### config.mk
export PLATFORM = sky130hd
export DESIGN_NAME = bus_init_term
export DESIGN_NICKNAME = d
export VERILOG_FILES = /design/src/rtl/bit_pkg.sv /design/src/rtl/bit_dsel_timer.sv /design/src/rtl/bit_judge.sv /design/src/rtl/bit_stat.sv /design/src/rtl/bus_init_term.sv
export SDC_FILE = /design/constraint.sdc
export NUM_CORES = 1
export LEC_CHECK = 0
export BUFFER_PORTS_ARGS = -buffer_cell sky130_fd_sc_hd__buf_2
export CORE_AREA = 2 2 143 145
export DETAILED_ROUTE_END_ITERATION = 8
export DIE_AREA = 0 0 145 147
export PLACE_DENSITY = 0.57
export SETUP_SLACK_MARGIN = 0.02
export SLEW_MARGIN = 0
export SYNTH_ARGS = -nofsm -noshare
export SYNTH_HDL_FRONTEND = slang
export SYNTH_SLANG_ARGS = --single-unit
### constraint.sdc
create_clock -name clk -period 3.9 [get_ports clk]
set_clock_uncertainty 0.15 [all_clocks]
set_input_delay 0 -clock clk [delete_from_list [all_inputs] [get_ports clk]]
set_output_delay 0 -clock clk [all_outputs]
set_load 0.005 [all_outputs]
### src/rtl/bit_pkg.sv
package bit_pkg;
  typedef enum logic [1:0] {
    K_PW  = 2'd0,
    K_DR  = 2'd1,
    K_DW  = 2'd2,
    K_SPC = 2'd3
  } kind_e;

  typedef enum logic [2:0] {
    C_DONE      = 3'd0,
    C_MA_DROP   = 3'd1,
    C_MA_DLY    = 3'd2,
    C_MA_SPC    = 3'd3,
    C_LT_RESUME = 3'd4,
    C_LT_STOP   = 3'd5
  } code_e;
endpackage

### src/rtl/bit_dsel_timer.sv
module bit_dsel_timer #(
  parameter int LIMIT = 5
) (
  input  logic clk,
  input  logic rst_n,
  input  logic start,
  input  logic run,
  input  logic devsel,
  output logic claimed,
  output logic abort
);
  localparam int TW = $clog2(LIMIT + 1);

  logic [TW-1:0] cnt;
  logic          hit;

  always_ff @(posedge clk) begin
    if (!rst_n) begin
      cnt <= '0;
      hit <= 1'b0;
    end else if (start) begin
      cnt <= TW'(1);
      hit <= 1'b0;
    end else if (run) begin
      if (devsel) hit <= 1'b1;
      if (cnt != TW'(LIMIT)) cnt <= cnt + TW'(1);
    end
  end

  assign claimed = run & (hit | devsel);
  assign abort   = run & ~hit & ~devsel & (cnt == TW'(LIMIT));
endmodule

### src/rtl/bit_judge.sv
module bit_judge
  import bit_pkg::*;
#(
  parameter int AW = 32,
  parameter int CW = 8
) (
  input  kind_e         kind,
  input  logic          mwi,
  input  logic [CW-1:0] len,
  input  logic [AW-1:0] addr,
  input  logic [CW-1:0] done,
  input  logic          claimed,
  input  logic          xfer,
  input  logic          lt_exp,
  input  logic          gnt_lost,
  input  logic          abort,
  output logic [CW-1:0] done_nx,
  output logic          fin,
  output code_e         code,
  output logic [AW-1:0] raddr,
  output logic [CW-1:0] rleft
);
  logic last, lt_hit;

  always_comb begin
    done_nx = done + CW'(claimed & xfer);
    last    = claimed & xfer & (done_nx == len);
    lt_hit  = claimed & lt_exp & gnt_lost & ~mwi;
    raddr   = addr + (AW'(done_nx) << 2);
    rleft   = len - done_nx;
    fin     = 1'b1;
    code    = C_DONE;
    if (abort) begin
      unique case (kind)
        K_PW:    code = C_MA_DROP;
        K_SPC:   code = C_MA_SPC;
        default: code = C_MA_DLY;
      endcase
    end else if (last) begin
      code = C_DONE;
    end else if (lt_hit) begin
      code = (kind == K_PW) ? C_LT_RESUME : C_LT_STOP;
    end else begin
      fin = 1'b0;
    end
  end
endmodule

### src/rtl/bit_stat.sv
module bit_stat
  import bit_pkg::*;
#(
  parameter int NQ = 4,
  localparam int QW = (NQ > 1) ? $clog2(NQ) : 1
) (
  input  logic          clk,
  input  logic          rst_n,
  input  logic          ev,
  input  code_e         ev_code,
  input  logic          ev_bus,
  input  logic          ev_sport,
  input  logic [QW-1:0] ev_qidx,
  input  logic          cfg_ma_mode,
  input  logic [1:0]    cfg_serr_en,
  input  logic          cfg_ma_pw_dis,
  input  logic [1:0]    sta_clr,
  output logic [1:0]    sta_rma,
  output logic          serr_n,
  input  logic          rty_valid,
  input  logic [QW-1:0] rty_idx,
  output logic          rty_refuse
);
  logic          ma_cnt;
  logic [NQ-1:0] tag;

  assign ma_cnt = ev & (ev_code == C_MA_DROP || ev_code == C_MA_DLY);

  for (genvar b = 0; b < 2; b++) begin : g_sta
    always_ff @(posedge clk) begin
      if (!rst_n) sta_rma[b] <= 1'b0;
      else        sta_rma[b] <= (sta_rma[b] & ~sta_clr[b]) | (ma_cnt & (ev_bus == b[0]));
    end
  end

  always_ff @(posedge clk) begin
    if (!rst_n) serr_n <= 1'b1;
    else        serr_n <= ~(ev & (ev_code == C_MA_DROP) & cfg_ma_mode &
                            cfg_serr_en[ev_sport] & ~cfg_ma_pw_dis);
  end

  for (genvar i = 0; i < NQ; i++) begin : g_tag
    always_ff @(posedge clk) begin
      if (!rst_n)
        tag[i] <= 1'b0;
      else if (ev && ev_code == C_MA_DLY && ev_qidx == QW'(i))
        tag[i] <= 1'b1;
      else if (rty_valid && rty_idx == QW'(i))
        tag[i] <= 1'b0;
    end
  end

  assign rty_refuse = rty_valid & tag[rty_idx];
endmodule

### src/rtl/bus_init_term.sv
module bus_init_term
  import bit_pkg::*;
#(
  parameter int AW    = 32,
  parameter int CW    = 8,
  parameter int NQ    = 4,
  parameter int LIMIT = 5,
  localparam int QW   = (NQ > 1) ? $clog2(NQ) : 1
) (
  input  logic          clk,
  input  logic          rst_n,
  input  logic          req_valid,
  output logic          req_ready,
  input  logic [1:0]    req_kind,
  input  logic          req_bus,
  input  logic          req_sport,
  input  logic          req_mwi,
  input  logic [QW-1:0] req_qidx,
  input  logic [AW-1:0] req_addr,
  input  logic [CW-1:0] req_len,
  input  logic          bus_devsel,
  input  logic          bus_xfer,
  input  logic          bus_lt_exp,
  input  logic          bus_gnt_lost,
  output logic          res_valid,
  input  logic          res_ready,
  output logic [2:0]    res_code,
  output logic [AW-1:0] res_addr,
  output logic [CW-1:0] res_left,
  input  logic          cfg_ma_mode,
  input  logic [1:0]    cfg_serr_en,
  input  logic          cfg_ma_pw_dis,
  output logic [1:0]    sta_rma,
  input  logic [1:0]    sta_clr,
  output logic          serr_n,
  input  logic          rty_valid,
  input  logic [QW-1:0] rty_idx,
  output logic          rty_refuse
);
  typedef enum logic [1:0] {S_IDLE, S_ACT, S_RPT} st_e;

  st_e           st;
  kind_e         kind_q;
  logic          bus_q, sport_q, mwi_q;
  logic [QW-1:0] qidx_q;
  logic [AW-1:0] addr_q;
  logic [CW-1:0] len_q, done_q, done_nx, rleft;
  logic [AW-1:0] raddr;
  logic          accept, run, claimed, abort, fin;
  code_e         code;

  assign accept    = req_valid & (st == S_IDLE);
  assign run       = (st == S_ACT);
  assign req_ready = (st == S_IDLE);
  assign res_valid = (st == S_RPT);

  bit_dsel_timer #(.LIMIT(LIMIT)) u_tmr (
    .clk(clk), .rst_n(rst_n), .start(accept), .run(run),
    .devsel(bus_devsel), .claimed(claimed), .abort(abort)
  );

  bit_judge #(.AW(AW), .CW(CW)) u_judge (
    .kind(kind_q), .mwi(mwi_q), .len(len_q), .addr(addr_q), .done(done_q),
    .claimed(claimed), .xfer(bus_xfer), .lt_exp(bus_lt_exp),
    .gnt_lost(bus_gnt_lost), .abort(abort), .done_nx(done_nx), .fin(fin),
    .code(code), .raddr(raddr), .rleft(rleft)
  );

  bit_stat #(.NQ(NQ)) u_stat (
    .clk(clk), .rst_n(rst_n), .ev(run & fin), .ev_code(code),
    .ev_bus(bus_q), .ev_sport(sport_q), .ev_qidx(qidx_q),
    .cfg_ma_mode(cfg_ma_mode), .cfg_serr_en(cfg_serr_en),
    .cfg_ma_pw_dis(cfg_ma_pw_dis), .sta_clr(sta_clr), .sta_rma(sta_rma),
    .serr_n(serr_n), .rty_valid(rty_valid), .rty_idx(rty_idx),
    .rty_refuse(rty_refuse)
  );

  always_ff @(posedge clk) begin
    if (!rst_n) begin
      st       <= S_IDLE;
      kind_q   <= K_PW;
      bus_q    <= 1'b0;
      sport_q  <= 1'b0;
      mwi_q    <= 1'b0;
      qidx_q   <= '0;
      addr_q   <= '0;
      len_q    <= '0;
      done_q   <= '0;
      res_code <= '0;
      res_addr <= '0;
      res_left <= '0;
    end else begin
      unique case (st)
        S_IDLE: if (accept) begin
          st      <= S_ACT;
          kind_q  <= kind_e'(req_kind);
          bus_q   <= req_bus;
          sport_q <= req_sport;
          mwi_q   <= req_mwi;
          qidx_q  <= req_qidx;
          addr_q  <= req_addr;
          len_q   <= req_len;
          done_q  <= '0;
        end
        S_ACT: begin
          done_q <= done_nx;
          if (fin) begin
            st       <= S_RPT;
            res_code <= 3'(code);
            res_addr <= raddr;
            res_left <= rleft;
          end
        end
        default: if (res_ready) st <= S_IDLE;
      endcase
    end
  end
endmodule

Word-level counts from Yosys, hierarchy flattened
Cells that the tools add are included.
{"block": "word_totals", "register_bits": 111, "latchBits": 0, "ramBits": 0, "mem_bits_ro": 0, "mem_count": 0}
{"block": "op_classes", "n_addsub": 4, "mul": 0, "div": 0, "n_lt_le_gt_ge": 2, "eq_ne": 16, "shifts": 0, "muxes": 29, "bitwise": 34, "reduce_logical": 30}
{"cell": "$add 32x10->32", "count": 1}
{"cell": "$and 1x1->1", "count": 22}
{"cell": "$mux 1", "count": 18}
{"cell": "$pmux 8 s2", "count": 1}
{"cell": "$reduce_bool 2->1", "count": 7}
{"cell": "$eq 2x2->1 const B", "count": 6}
{"cell": "$reduce_and 2->1", "count": 6}
{"cell": "$logic_and 1x1->1", "count": 9}
{"cell": "$mux 3", "count": 3}
{"cell": "$not 1->1", "count": 9}
{"cell": "$add 8x8->8", "count": 1}
{"cell": "$eq 8x8->1", "count": 1}
{"cell": "$logic_not 2->1", "count": 4}
{"cell": "$mux 8", "count": 1}
{"cell": "$pmux 2 s2", "count": 2}
{"cell": "$sub 8x8->8", "count": 1}
{"cell": "$eq 2x1->1 const B", "count": 3}
{"cell": "$mux 2", "count": 3}
{"cell": "$ne 2x1->1 const B", "count": 2}
{"cell": "$add 3x1->3 const B", "count": 1}
{"cell": "$eq 3x1->1 const B", "count": 1}
{"cell": "$eq 3x2->1 const B", "count": 1}
{"cell": "$eq 3x3->1 const B", "count": 1}
{"cell": "$lt 2x3->1 const B", "count": 1}
{"cell": "8 further kinds", "count": 10}

Longest topological paths before layout
Gate-level depths: netlist of run 1.
{"block": "logic_depth", "ltp_word": 14, "depth_mapped": 17}

By module
Synthesis of run 1 repeated with hierarchy kept, for this count alone.
{"block": "hier_totals", "cells_unflattened": 675, "hier_area_um2": 5930.7}
{"module": "bus_init_term", "instances": 1, "cells_each": 444, "area_each_um2": 4010.1, "seq_area_each_um2": 2001.9}
{"module": "bit_judge", "instances": 1, "cells_each": 176, "area_each_um2": 1341.3, "seq_area_each_um2": 0.0}
{"module": "bit_stat", "instances": 1, "cells_each": 34, "area_each_um2": 371.6, "seq_area_each_um2": 140.1}
{"module": "bit_dsel_timer", "instances": 1, "cells_each": 21, "area_each_um2": 207.7, "seq_area_each_um2": 80.1}

Worst setup path before layout of run 1
OpenSTA, ideal clock, no wires.
{"block": "synth_path", "path_kind": "flip-flop to flip-flop", "startpoint": "register u_tmr.hit", "endpoint": "register res_addr[28]", "setup_ns": 0.119, "t_arrival_ns": 2.897, "required_time_ns": 3.631, "path_slack_ns": 0.733, "stages_incl_launch_ff": 18, "n_path_buf": 1, "path_cell_list": "dfxtp_1 -> nor2_1 -> nand3b_1 -> inv_1 -> ha_1 -> ha_1 -> nand3_1 -> nor2_1 -> xnor2_1 -> inv_1 -> ha_1 -> nor3_1 -> nor2_1 -> and3_1 -> clkbuf_1 -> and4_1 -> xnor2_1 -> a21oi_1"}
{"block": "synth_between", "elab_chain_len": 9}
{"item": "from (decl)", "line_no": "bit_dsel_timer.sv:15", "text": "logic hit;"}
{"item": "from (signal assigned)", "line_no": "bit_dsel_timer.sv:20", "text": "hit <= 1'b0;"}
{"item": "from (signal assigned)", "line_no": "bit_dsel_timer.sv:23", "text": "hit <= 1'b0;"}
{"item": "from (signal assigned)", "line_no": "bit_dsel_timer.sv:25", "text": "if (devsel) hit <= 1'b1;"}
{"item": "branches (longest 9 deep; another with $add 32x10->32)"}
{"item": "to (signal assigned)", "line_no": "bus_init_term.sv:110", "text": "res_addr <= raddr;"}
{"item": "to (decl)", "line_no": "bus_init_term.sv:28", "text": "output logic [AW-1:0] res_addr,"}
Several ways; the timed one is not identified.
A chain may end at the register's enable or synchronous reset.

Worst setup path in the final report of run 1
{"block": "layout_path", "startpoint": "register st[0]", "endpoint": "register res_addr[28]"}
{"block": "layout_between", "elab_chain_len": 9}
{"item": "from (decl)", "line_no": "bus_init_term.sv:42", "text": "st_e st;"}
{"item": "from (signal assigned)", "line_no": "bus_init_term.sv:80", "text": "st <= S_IDLE;"}
{"item": "from (signal assigned)", "line_no": "bus_init_term.sv:95", "text": "st <= S_ACT;"}
{"item": "from (signal assigned)", "line_no": "bus_init_term.sv:108", "text": "st <= S_RPT;"}
{"item": "$eq 2x1->1 (*)", "line_no": "bus_init_term.sv:53, bus_init_term.sv:93"}
{"item": "branches (longest 8 deep; another with $add 32x10->32)"}
Mark *: on every way between the ends.

==> run summary, run 1 <==
Hpwl dp -> 10.29 mm
Hold path endpoint -> res_code[2]
Largest net degree at the start of global routing -> 78
Pre-antenna DRT Iters -> 4
Post-synth cell types -> 50
DR WL/cell -> 13.70 um
Worst Tran Pin Value -> 1.034 ns
Critical path class -> reg -> reg
Commonest non-fill, non-tap cell in the layout -> nand2_1
TritonCTS Buffers -> 9
Post-Route WL -> 15.07 mm
Remaining Overflow, GRT -> 0
Hold Crit Class -> in -> reg
Worst vdd rail ir drop -> 0.1947 mV
Starting Density -> 27.35%
Sequential-to-total area share from yosys stat -> 40.95%
Core area -> 19,840 um2
Die area -> 21,320 um2
Crit share post-route -> 90.88%
Post-Syn Area -> 5426 um2
First-pass GRT wire length -> 24.11 mm
Most common cell on crit path -> ha_1
WP data arrival -> 3.64 ns
Max Cap Violations -> 0
Leak -> 3.141 nW
FF-to-FF End -> res_addr[28]
Startpoint class of the critical path -> flip-flop
IO buf count -> 112
R2R depth -> 14
Nets -> 912
Site row count -> 52
Worst EP required -> 4.00 ns
Placer Congestion -> 0.7988
CP max stage cell -> ha_1
Hold depth -> 6
Final hold violation count -> 0
Post-layout util -> 36.79%
Vias post-DR -> 5,003
CTS tree -> yes
Clk root buf -> clkbuf_16
Final slew viol count -> 0
Clock transition at path regs -> 0.07 ns
Design Area, Final -> 7301 um2
Antenna-violating nets left -> 0
Initial drt markers -> 190
Gr usage total -> 13.99%
Post-Syn Nets -> 745
TritonCTS sink count -> 111
Critical-path cell list -> nor2b_1 > nand3b_1 > inv_1 > ha_1 > ha_1 > nand3_1 > xnor2_2 > ha_1 > o211ai_1 > o211ai_2 > and3_2 > and4_1 > xnor2_1 > a21oi_1
Storage element area -> 2222 um2
Initial antenna violation count -> 0
R2R Path Start -> st[0]
F_max -> 0.2821 GHz
DIE WIDTH -> 145 um
YS warnings -> 0
Number of enable flip-flop cells after synthesis -> 0
Max FO, Critical Path -> 7
Setup violations, final -> 0
Area of the multi-input gates -> 3043 um2
CP Capture Type -> flip-flop
Area after DPL -> 6240 um2
Relative slew margins -> 31.09%
Largest stage delay, worst path -> 0.39 ns
Run status -> complete, no violations
DR DRC count -> 0
Worst-Skew Late Latency -> 0.36 ns
Hold_sp -> bus_xfer
Final-layout fill cell count -> 2,079
Vias per Instance -> 4.548
Layout cells sized above 1 -> 19.88%
Number of global-route vias before repair -> 4,804
Synth Area per Inst -> 8.247 um2
R2R Setup Slk -> 0.36 ns
Async SR Flop Fraction -> 0%
Power per cell area -> 347.2 nW/um2
Most frequent cells in the layout -> 144 x nand2_1, 111 x dfxtp_1, 111 x buf_2
Synth Instances -> 658
Diode count -> 0
Clock Path Buffers -> 2
Area Growth Syn to Fin -> 34.54%
I/O pin count -> 113
Die Span Y -> 147 um
Post-layout min period -> 3.544 ns
Synthesis-stage register bit count -> 111
Htree depth -> 3
Synth Flop Type -> dfxtp_1
-- per-layer routing --
metal | share of wire, % | wire length, um | global-route usage, %
met1 | 48 | 7292 | 18.33
met2 | 46 | 6952 | 22.88
met3 | 3.4 | 508 | 2.329
met4 | 2.1 | 314 | 5.941
met5 | 0 | 0 | 0
-- worst max-delay path, delay by kind of cell (launching register included) --
family	cells	cell delay [ns]
xor gates and xnor gates	2	0.33
and+or+nand+nor	5	1.04
adders and majority gates	3	0.82
DFF	1	0.38
buffers and inverters	1	0.09
AOI/OAI and AO/OA	3	0.59
-- sequential cells by signal, indices dropped and copies added, names as in the netlist, 2 cells and up --
| signal | count |
|---|---|
| addr_q | 32 |
| done_q | 8 |
| kind_q | 2 |
| len_q | 8 |
| qidx_q | 2 |
| res_addr | 32 |
| res_code | 3 |
| res_left | 8 |
| st | 2 |
| u_stat.sta_rma | 2 |
| u_stat.tag | 4 |
| u_tmr.cnt | 3 |
-- where the power goes --
| part | internal [W] | switching [W] | total [W] | leakage, nW |
|---|---|---|---|---|
| logic | 0.000174 | 0.000197 | 0.000371 | 2.10 |
| registers | 0.00119 | 0.0000431 | 0.00123 | 0.903 |
| clock network | 0.000516 | 0.000418 | 0.000934 | 0.140 |
| total | 0.00188 | 0.000658 | 0.00253 | 3.14 |
-- metrics by stage --
stage	setup WS [ns]	total power, W	setup TNS, ns	hold slack, ns	cells
6_report	0.3556	0.002535	0	0.2142	1100
4_1_cts	0.1964	0.002571	0	0.1820	1090
5_1_grt	-0.003692	0.002661	-0.003692	0.2302	1100
3_5_place_dp	0.04936	0.001580	0	0.04209	1011
2_1_floorplan	0.7334	0.001455	0	-0.05568	658
3_3_place_gp	0.1362	0.001577	0	0.03174	1011
-- cells in the mapped netlist (2+ instances only) --
| cell | number | area (um2) |
|---|---|---|
| buf_2 | 6 | 30.03 |
| inv_1 | 15 | 56.30 |
| a21boi_0 | 57 | 427.9 |
| nand3b_1 | 3 | 22.52 |
| clkbuf_1 | 22 | 82.58 |
| xor2_1 | 23 | 201.4 |
| o2111ai_1 | 3 | 26.28 |
| and3_1 | 10 | 62.56 |
| nand3_1 | 64 | 320.3 |
| o21ai_0 | 30 | 150.1 |
| a21o_1 | 3 | 22.52 |
| or3_1 | 3 | 18.77 |
| nand4_1 | 8 | 50.05 |
| o211ai_1 | 4 | 30.03 |
| buf_6 | 4 | 45.04 |
| ha_1 | 21 | 262.8 |
| a211oi_1 | 2 | 15.01 |
| and4_1 | 5 | 43.79 |
| nand2_1 | 145 | 544.3 |
| nor3_1 | 4 | 20.02 |
| o21a_1 | 3 | 22.52 |
| fa_1 | 2 | 40.04 |
| nor2_1 | 19 | 71.32 |
| o22ai_1 | 2 | 12.51 |
| and2_1 | 4 | 25.02 |
| dfxtp_1 | 111 | 2222 |
| a31oi_1 | 2 | 12.51 |
| buf_1 | 6 | 22.52 |
| xnor2_1 | 16 | 140.1 |
| a21oi_1 | 33 | 165.2 |
| nor2b_1 | 9 | 56.30 |
-- worst max path at each step --
| stage | start | end | slack (ns) | depth (start not counted) |
|---|---|---|---|---|
| after global routing | st[0] | res_addr[25] | -0.004 | 16 |
| after detailed placement | u_tmr.hit | res_addr[25] | 0.05 | 15 |
| after CTS | st[0] | res_addr[23] | 0.20 | 15 |
| after floorplan | u_tmr.hit | res_addr[28] | 0.73 | 17 |
| after global placement | u_tmr.hit | res_addr[25] | 0.14 | 15 |
| final | st[0] | res_addr[28] | 0.36 | 14 |
-- area by class of cell --
cell class                 count  area share, %
sequential                   111          30.44
tap                          270          4.627
clock buffer                  13          3.428
inverter                      15         0.7712
multi-input combinational    494          41.68
timing repair buffer         194          18.47
clock inverter                 3         0.5827
-- what timing repair did --
item                                    CTS  global route
buffers inserted                          0            10
endpoints found under the setup margin    1            39
gates resized for setup                   1            13
hold endpoints to repair                 59             0
hold buffers                             63             0
pin swaps                                 0             3
-- kinds of logic (layout without fill, tap and decap cells) --
group                    Yosys count  count (layout)  share of synthesized area (%)
multiplexers                       2               2                         0.5995
adder cells (fa/ha/maj)           23              23                          5.580
buffers and inverters             53             225                          4.358
flip-flops                       111             111                          40.95
AND/OR/NAND/NOR                  281             281                          23.89
XOR/XNOR                          40              40                          6.710
AO/OA/AOI/OAI                    148             148                          17.92
(Power assumes the default switching activity.)
==> run 2, diff against run 1 <==
--- a/config.mk
+++ b/config.mk
@@ -6,12 +6,14 @@
 export NUM_CORES = 1
 export LEC_CHECK = 0
 export BUFFER_PORTS_ARGS = -buffer_cell sky130_fd_sc_hd__buf_2
-export CORE_AREA = 2 2 143 145
+export CORE_AREA = 2 2 149 151
 export DETAILED_ROUTE_END_ITERATION = 8
-export DIE_AREA = 0 0 145 147
+export DIE_AREA = 0 0 151 153
+export HOLD_SLACK_MARGIN = 0.05
 export PLACE_DENSITY = 0.57
 export SETUP_SLACK_MARGIN = 0.02
 export SLEW_MARGIN = 0
 export SYNTH_ARGS = -nofsm -noshare
 export SYNTH_HDL_FRONTEND = slang
+export SYNTH_HIERARCHICAL = 1
 export SYNTH_SLANG_ARGS = --single-unit
==> run 2 against run 1 <==
  * Highest routed layer unchanged
  * Routed wire length up 0.51%
  * Die area up 8.4%
  * Setup slack worse by 0.10 ns
  * Combinational power down 2%
  * Critical endpoint is now u_stat/sta_rma[1]
  * Clock power down 1%
  * Sequential power about the same
  * Worst hold slack worse by 0.12 ns
  * Register-to-register slack worse by 0.10 ns
  * Sequential share of layout area down 2.1 points
==> run summary, run 2 <==
Placed cell count -> 1,040
Die area -> 23,100 um2
TritonCTS sink count -> 111
Max Cap Violations -> 0
Worst vdd rail ir drop -> 0.1750 mV
Final-layout fill cell count -> 2,241
RSZ-0062 raised after global routing -> no
Final setup margin -> 0.2556 ns
Final hold violation count -> 0
R2R Setup Slk -> 0.26 ns
Layout cells sized above 1 -> 19.81%
Synthesis-stage register bit count -> 111
Top post-synthesis cells by area -> dfxtp_1 37%, mux2i_1 15%, nand2_1 13%
Post-synth cell types -> 53
Antenna-violating nets left -> 0
Area Growth Syn to Fin -> 32.32%
Initial antenna violation count -> 1
Crit share post-route -> 93.45%
Hold Crit Class -> in -> reg
Largest net degree at the start of global routing -> 150
Gr usage total -> 13.03%
Power per cell area -> 317.9 nW/um2
Async SR Flop Fraction -> 0%
Met2 Track Usage GR -> 21.88%
DIE WIDTH -> 151 um
F_max -> 0.2744 GHz
Hold path endpoint -> res_code[0]
Synth Flop Type -> dfxtp_1
Setup violations, final -> 0
Met3 Use GR -> 2.597%
Worst EP required -> 4.02 ns
Max FO, Critical Path -> 6
Number of enable flip-flop cells after synthesis -> 0
Vias per Instance -> 4.492
Setup slack at placement -> -0.1075 ns
Vias post-DR -> 5,071
Worst-Skew Late Latency -> 0.36 ns
Clk root buf -> clkbuf_16
DR WL/cell -> 13.41 um
Commonest non-fill, non-tap cell in the layout -> nand2_1
Relative slew margins -> 30.31%
Worst Tran Pin Value -> 1.045 ns
Run status -> complete, no violations
Die Span Y -> 153 um
Clock Path Buffers -> 2
WP data arrival -> 3.76 ns
Hold depth -> 5
Busiest grt layer -> met2
Commonest cells post-synth -> 202 x nand2_1, 111 x dfxtp_1, 90 x mux2i_1
R2R depth -> 16
Post-Syn Nets -> 762
CP Capture Type -> flip-flop
Critical path class -> reg -> reg
Starting Density -> 27.60%
Htree depth -> 3
Initial drt markers -> 204
Final slew viol count -> 0
TritonCTS Buffers -> 9
Nets -> 930
Remaining Overflow, GRT -> 0
Core area -> 21,490 um2
Post-Syn Area -> 5931 um2
Leak -> 3.246 nW
Post-layout min period -> 3.644 ns
CTS tree -> yes
Final Non-Filler Cells -> 1,129
DR DRC count -> 0
GRT met1 Usage -> 16.33%
Hold_sp -> bus_lt_exp
YS warnings -> 6
First-pass GRT wire length -> 24.35 mm
Clock transition at path regs -> 0.08 ns
Post-Route WL -> 15.14 mm
Sequential-to-total area share from yosys stat -> 37.47%
Most frequent cells in the layout -> 201 x nand2_1, 111 x dfxtp_1, 111 x buf_2
Yosys top cell by area -> dfxtp_1
Hpwl dp -> 10.08 mm
Synth Instances -> 675
Startpoint class of the critical path -> flip-flop
Number of global-route vias before repair -> 4,991
Placer Congestion -> 0.7721
IO buf count -> 112
Most frequent cell after synthesis -> nand2_1
Regs by FF count -> addr_q: 32 flops, res_addr: 32 flops
Post-Route Setup TNS -> 0 ns
R2R Path Start -> st[1]
Pre-antenna DRT Iters -> 5
Top cell type's share of synthesized area -> 37.47%
FF-to-FF End -> u_stat/sta_rma[1]
I/O pin count -> 113
Site row count -> 54
Synth Area per Inst -> 8.786 um2
-- run 2: changes by cell type after synthesis, moves of 7 or more --
cell      delta
xnor2_1     +19
buf_2        +7
nand2_1     +57
nor2_1       -8
buf_4        +8
mux2i_1     +89
o22ai_1      +8
xor2_1      -16
a21boi_0    -57
a21oi_1     -21
nand3_1     -54
o21ai_0     -23
-- run 2: through the flow --
step	util [%]	total power [W]	area, um2	hold slack [ns]
finish	36.52	0.002495	7848	0.09527
global route	36.52	0.002619	7848	0.1081
CTS	36.18	0.002524	7772	0.08114
detailed placement	31.39	0.001537	6745	0.07561
global placement	31.39	0.001535	6745	0.07069
floorplan	-	0.001453	5947	-0.03966
-- run 2: kinds of logic after synthesis --
| kind of cell | synth area share [%] |
|---|---|
| multiplexers | 15.76 |
| XOR/XNOR | 6.582 |
| buffers and inverters | 5.548 |
| AND/OR/NAND/NOR | 21.65 |
| adder cells (fa/ha/maj) | 5.105 |
| flip-flops | 37.47 |
| AO/OA/AOI/OAI | 7.890 |
-- run 2: how the worst max path moves through the flow --
stage / endpoint / from / cells after the start
floorplan: u_stat/tag[1] / st[1] / 21
global placement: u_stat/tag[1] / st[1] / 16
detailed placement: u_stat/tag[2] / st[1] / 16
CTS: res_addr[21] / st[1] / 17
global route: u_stat/sta_rma[1] / st[1] / 16
finish: u_stat/sta_rma[1] / st[1] / 16
-- run 2: per-layer routing --
layer  vias to the layer above  part of all wire, %
met2                        91                   47
met4                         0                  2.2
li1                       2633                    -
met1                      2327                   47
met3                        20                  3.7
met5                         -                    0
-- run 2: repair_timing --
| action | CTS | global route |
|---|---|---|
| hold buffers | 72 | 0 |
| setup buffers | 0 | 0 |
| resized for setup | 2 | 12 |
| setup endpoints to repair | 12 | 50 |
| endpoints found under the hold margin | 66 | 0 |
| pin swaps | 0 | 8 |
-- run 2: power breakdown --
part           leakage [nW]  total [W]  internal [W]  switching, W
combinational          2.21   0.000364      0.000189      0.000175
clock                 0.135   0.000923      0.000462      0.000460
sequential            0.902    0.00121       0.00117     0.0000354
total                  3.25    0.00249       0.00182      0.000671
-- run 2: layout make-up --
cell class	instances	area, um2	share of cell area (%)
Multi-Input combinational cell	503	3481	44.36
Sequential cell	111	2222	28.32
Timing Repair Buffer	201	1435	18.29
Tap cell	280	350.3	4.464
Clock buffer	10	239.0	3.045
Inverter	17	63.81	0.8131
Clock inverter	6	53.80	0.6856
Antenna cell	1	2.502	0.03189
-- run 2: worst max-delay path, cell delays in order, from the launching register on --
cell and delay [ns]:
dfxtp_1 0.32, nand2b_1 0.16, inv_2 0.10, o21a_1 0.16, nand2_2 0.08, inv_1 0.06, ha_2 0.21, and3_1 0.18
xor2_1 0.21, inv_1 0.07, ha_1 0.35, nand3_1 0.15, nor4b_4 0.37, or3b_1 0.18, and3b_2 0.25, nand3b_1 0.19
o31ai_2 0.36
==> run 3, diff against run 2 <==
--- a/config.mk
+++ b/config.mk
@@ -6,11 +6,11 @@
 export NUM_CORES = 1
 export LEC_CHECK = 0
 export BUFFER_PORTS_ARGS = -buffer_cell sky130_fd_sc_hd__buf_2
-export CORE_AREA = 2 2 149 151
+export CORE_AREA = 2 2 107 109
 export DETAILED_ROUTE_END_ITERATION = 8
-export DIE_AREA = 0 0 151 153
+export DIE_AREA = 0 0 109 111
 export HOLD_SLACK_MARGIN = 0.05
-export PLACE_DENSITY = 0.57
+export PLACE_DENSITY = 0.89
 export SETUP_SLACK_MARGIN = 0.02
 export SLEW_MARGIN = 0
 export SYNTH_ARGS = -nofsm -noshare
==> run 3 against run 2 <==
  * Sequential power barely moved
  * Worst hold slack worse by 0.023 ns
  * Via count grew 4.2%
  * Non-clock buffer count down 8
  * Register-to-register slack worse by 0.18 ns
  * Critical path depth is 1 lower
  * Clock power fell by 3.4%
  * Global-route usage rose by 12 points
==> run summary, run 3 (synthesis results as in run 2) <==
Initial drt markers -> 295
Worst EP required -> 3.98 ns
I/O pin count -> 113
Post-layout util -> 68.62%
GRT met1 Usage -> 30.51%
Site row count -> 39
Crit share post-route -> 98.05%
Clock transition at path regs -> 0.08 ns
Hpwl dp -> 8.869 mm
Startpoint class of the critical path -> flip-flop
Largest net degree at the start of global routing -> 132
Met3 Use GR -> 4.879%
Final slew viol count -> 0
Layout cells sized above 1 -> 20.12%
Setup slack at placement -> -0.1049 ns
Diode count -> 0
Area Growth Syn to Fin -> 28.16%
Post-Route Setup TNS -> 0 ns
Most frequent cells in the layout -> 202 x nand2_1, 111 x dfxtp_1, 111 x buf_2
Clk root buf -> clkbuf_16
Final setup margin -> 0.07599 ns
TritonCTS sink count -> 111
Core area -> 11,080 um2
Run status -> complete, no violations
Worst-Skew Late Latency -> 0.35 ns
Final hold violation count -> 0
Placer Congestion -> 0.8364
DR DRC count -> 0
Worst vdd rail ir drop -> 0.2122 mV
IO buf count -> 112
Relative slew margins -> 39.23%
Met2 Track Usage GR -> 42.28%
Worst Tran Pin Value -> 0.9017 ns
Die area -> 12,100 um2
Busiest grt layer -> met2
Starting Density -> 53.54%
Hold Crit Class -> in -> reg
TritonCTS Buffers -> 9
WP data arrival -> 3.90 ns
Post-layout min period -> 3.824 ns
Commonest non-fill, non-tap cell in the layout -> nand2_1
First-pass GRT wire length -> 24.08 mm
CTS tree -> yes
DR WL/cell -> 15.45 um
Number of global-route vias before repair -> 5,138
Clock Path Buffers -> 2
Setup violations, final -> 0
Gr usage total -> 24.81%
Htree depth -> 3
Vias per Instance -> 5.373
Leak -> 3.203 nW
Critical path class -> reg -> reg
Die Span Y -> 111 um
Post-Route WL -> 15.19 mm
F_max -> 0.2615 GHz
Nets -> 922
Remaining Overflow, GRT -> 0
DIE WIDTH -> 109 um
Pre-antenna DRT Iters -> 5
Initial antenna violation count -> 0
Antenna-violating nets left -> 0
Regs by FF count -> addr_q: 32 flops, res_addr: 32 flops
Max Cap Violations -> 0
CP Capture Type -> flip-flop
Power per cell area -> 324.8 nW/um2
Vias post-DR -> 5,282
R2R Setup Slk -> 0.08 ns
Max FO, Critical Path -> 7
run 3: worst paths after layout:
kind                            cells after the start          from       endpoint
worst max-delay path                               15         st[1]  u_stat/tag[2]
worst min-delay path                                3         rst_n          bus_q
worst max register to register                     15         st[1]  u_stat/tag[2]
worst min register to register                      2  res_addr[29]   res_addr[29]
run 3: per-stage QoR:
stage / instance area, um2 / std cells / hold slack [ns] / total power (W)
3_3_place_gp: 6544 / 899 / 0.07008 / 0.001524
4_1_cts: 7477 / 979 / 0.07605 / 0.002453
6_report: 7601 / 983 / 0.07226 / 0.002469
2_1_floorplan: 5947 / 675 / -0.03966 / 0.001453
5_1_grt: 7601 / 983 / 0.1180 / 0.002564
3_5_place_dp: 6544 / 899 / 0.1026 / 0.001532
run 3: cell type report:
class | count | area (um2)
Multi-Input combinational cell | 503 | 3488
Fill cell | 767 | 3476
Sequential cell | 111 | 2222
Timing Repair Buffer | 193 | 1363
Clock buffer | 10 | 239.0
Tap cell | 143 | 178.9
Inverter | 17 | 63.81
Clock inverter | 6 | 46.29
run 3: critical path, stage by stage (launching register included):
cell and delay (ns):
dfxtp_1 0.33, nand2b_1 0.19, inv_2 0.08, o21a_1 0.14, nand2_1 0.10, inv_1 0.08
ha_2 0.22, nand3_1 0.10, xnor2_1 0.32, inv_1 0.09, ha_1 0.34, nand4_1 0.14
nor4b_4 0.08, o41ai_2 0.79, and4bb_2 0.30, a32o_1 0.23
run 3: layer usage:
| metal | vias to the layer above | part of all wire [%] |
|---|---|---|
| met1 | 2452 | 42 |
| met3 | 37 | 5.7 |
| met5 | - | 0 |
| met4 | 0 | 2.3 |
| met2 | 180 | 50 |
| li1 | 2613 | - |
run 3: repair_timing:
| action | 4_1_cts | 5_1_grt |
|---|---|---|
| pin swaps | 0 | 4 |
| endpoints found under the hold margin | 66 | 0 |
| gates resized for setup | 1 | 11 |
| gates cloned | 0 | 1 |
| endpoints found under the setup margin | 7 | 51 |
| hold buffers | 64 | 0 |
| buffers inserted | 0 | 4 |
run 3: report_power, final:
part	leakage (nW)	internal, W	switching [W]
clock	0.135	0.000454	0.000438
combinational	2.17	0.000184	0.000182
sequential	0.902	0.00117	0.0000372
total	3.20	0.00181	0.000657
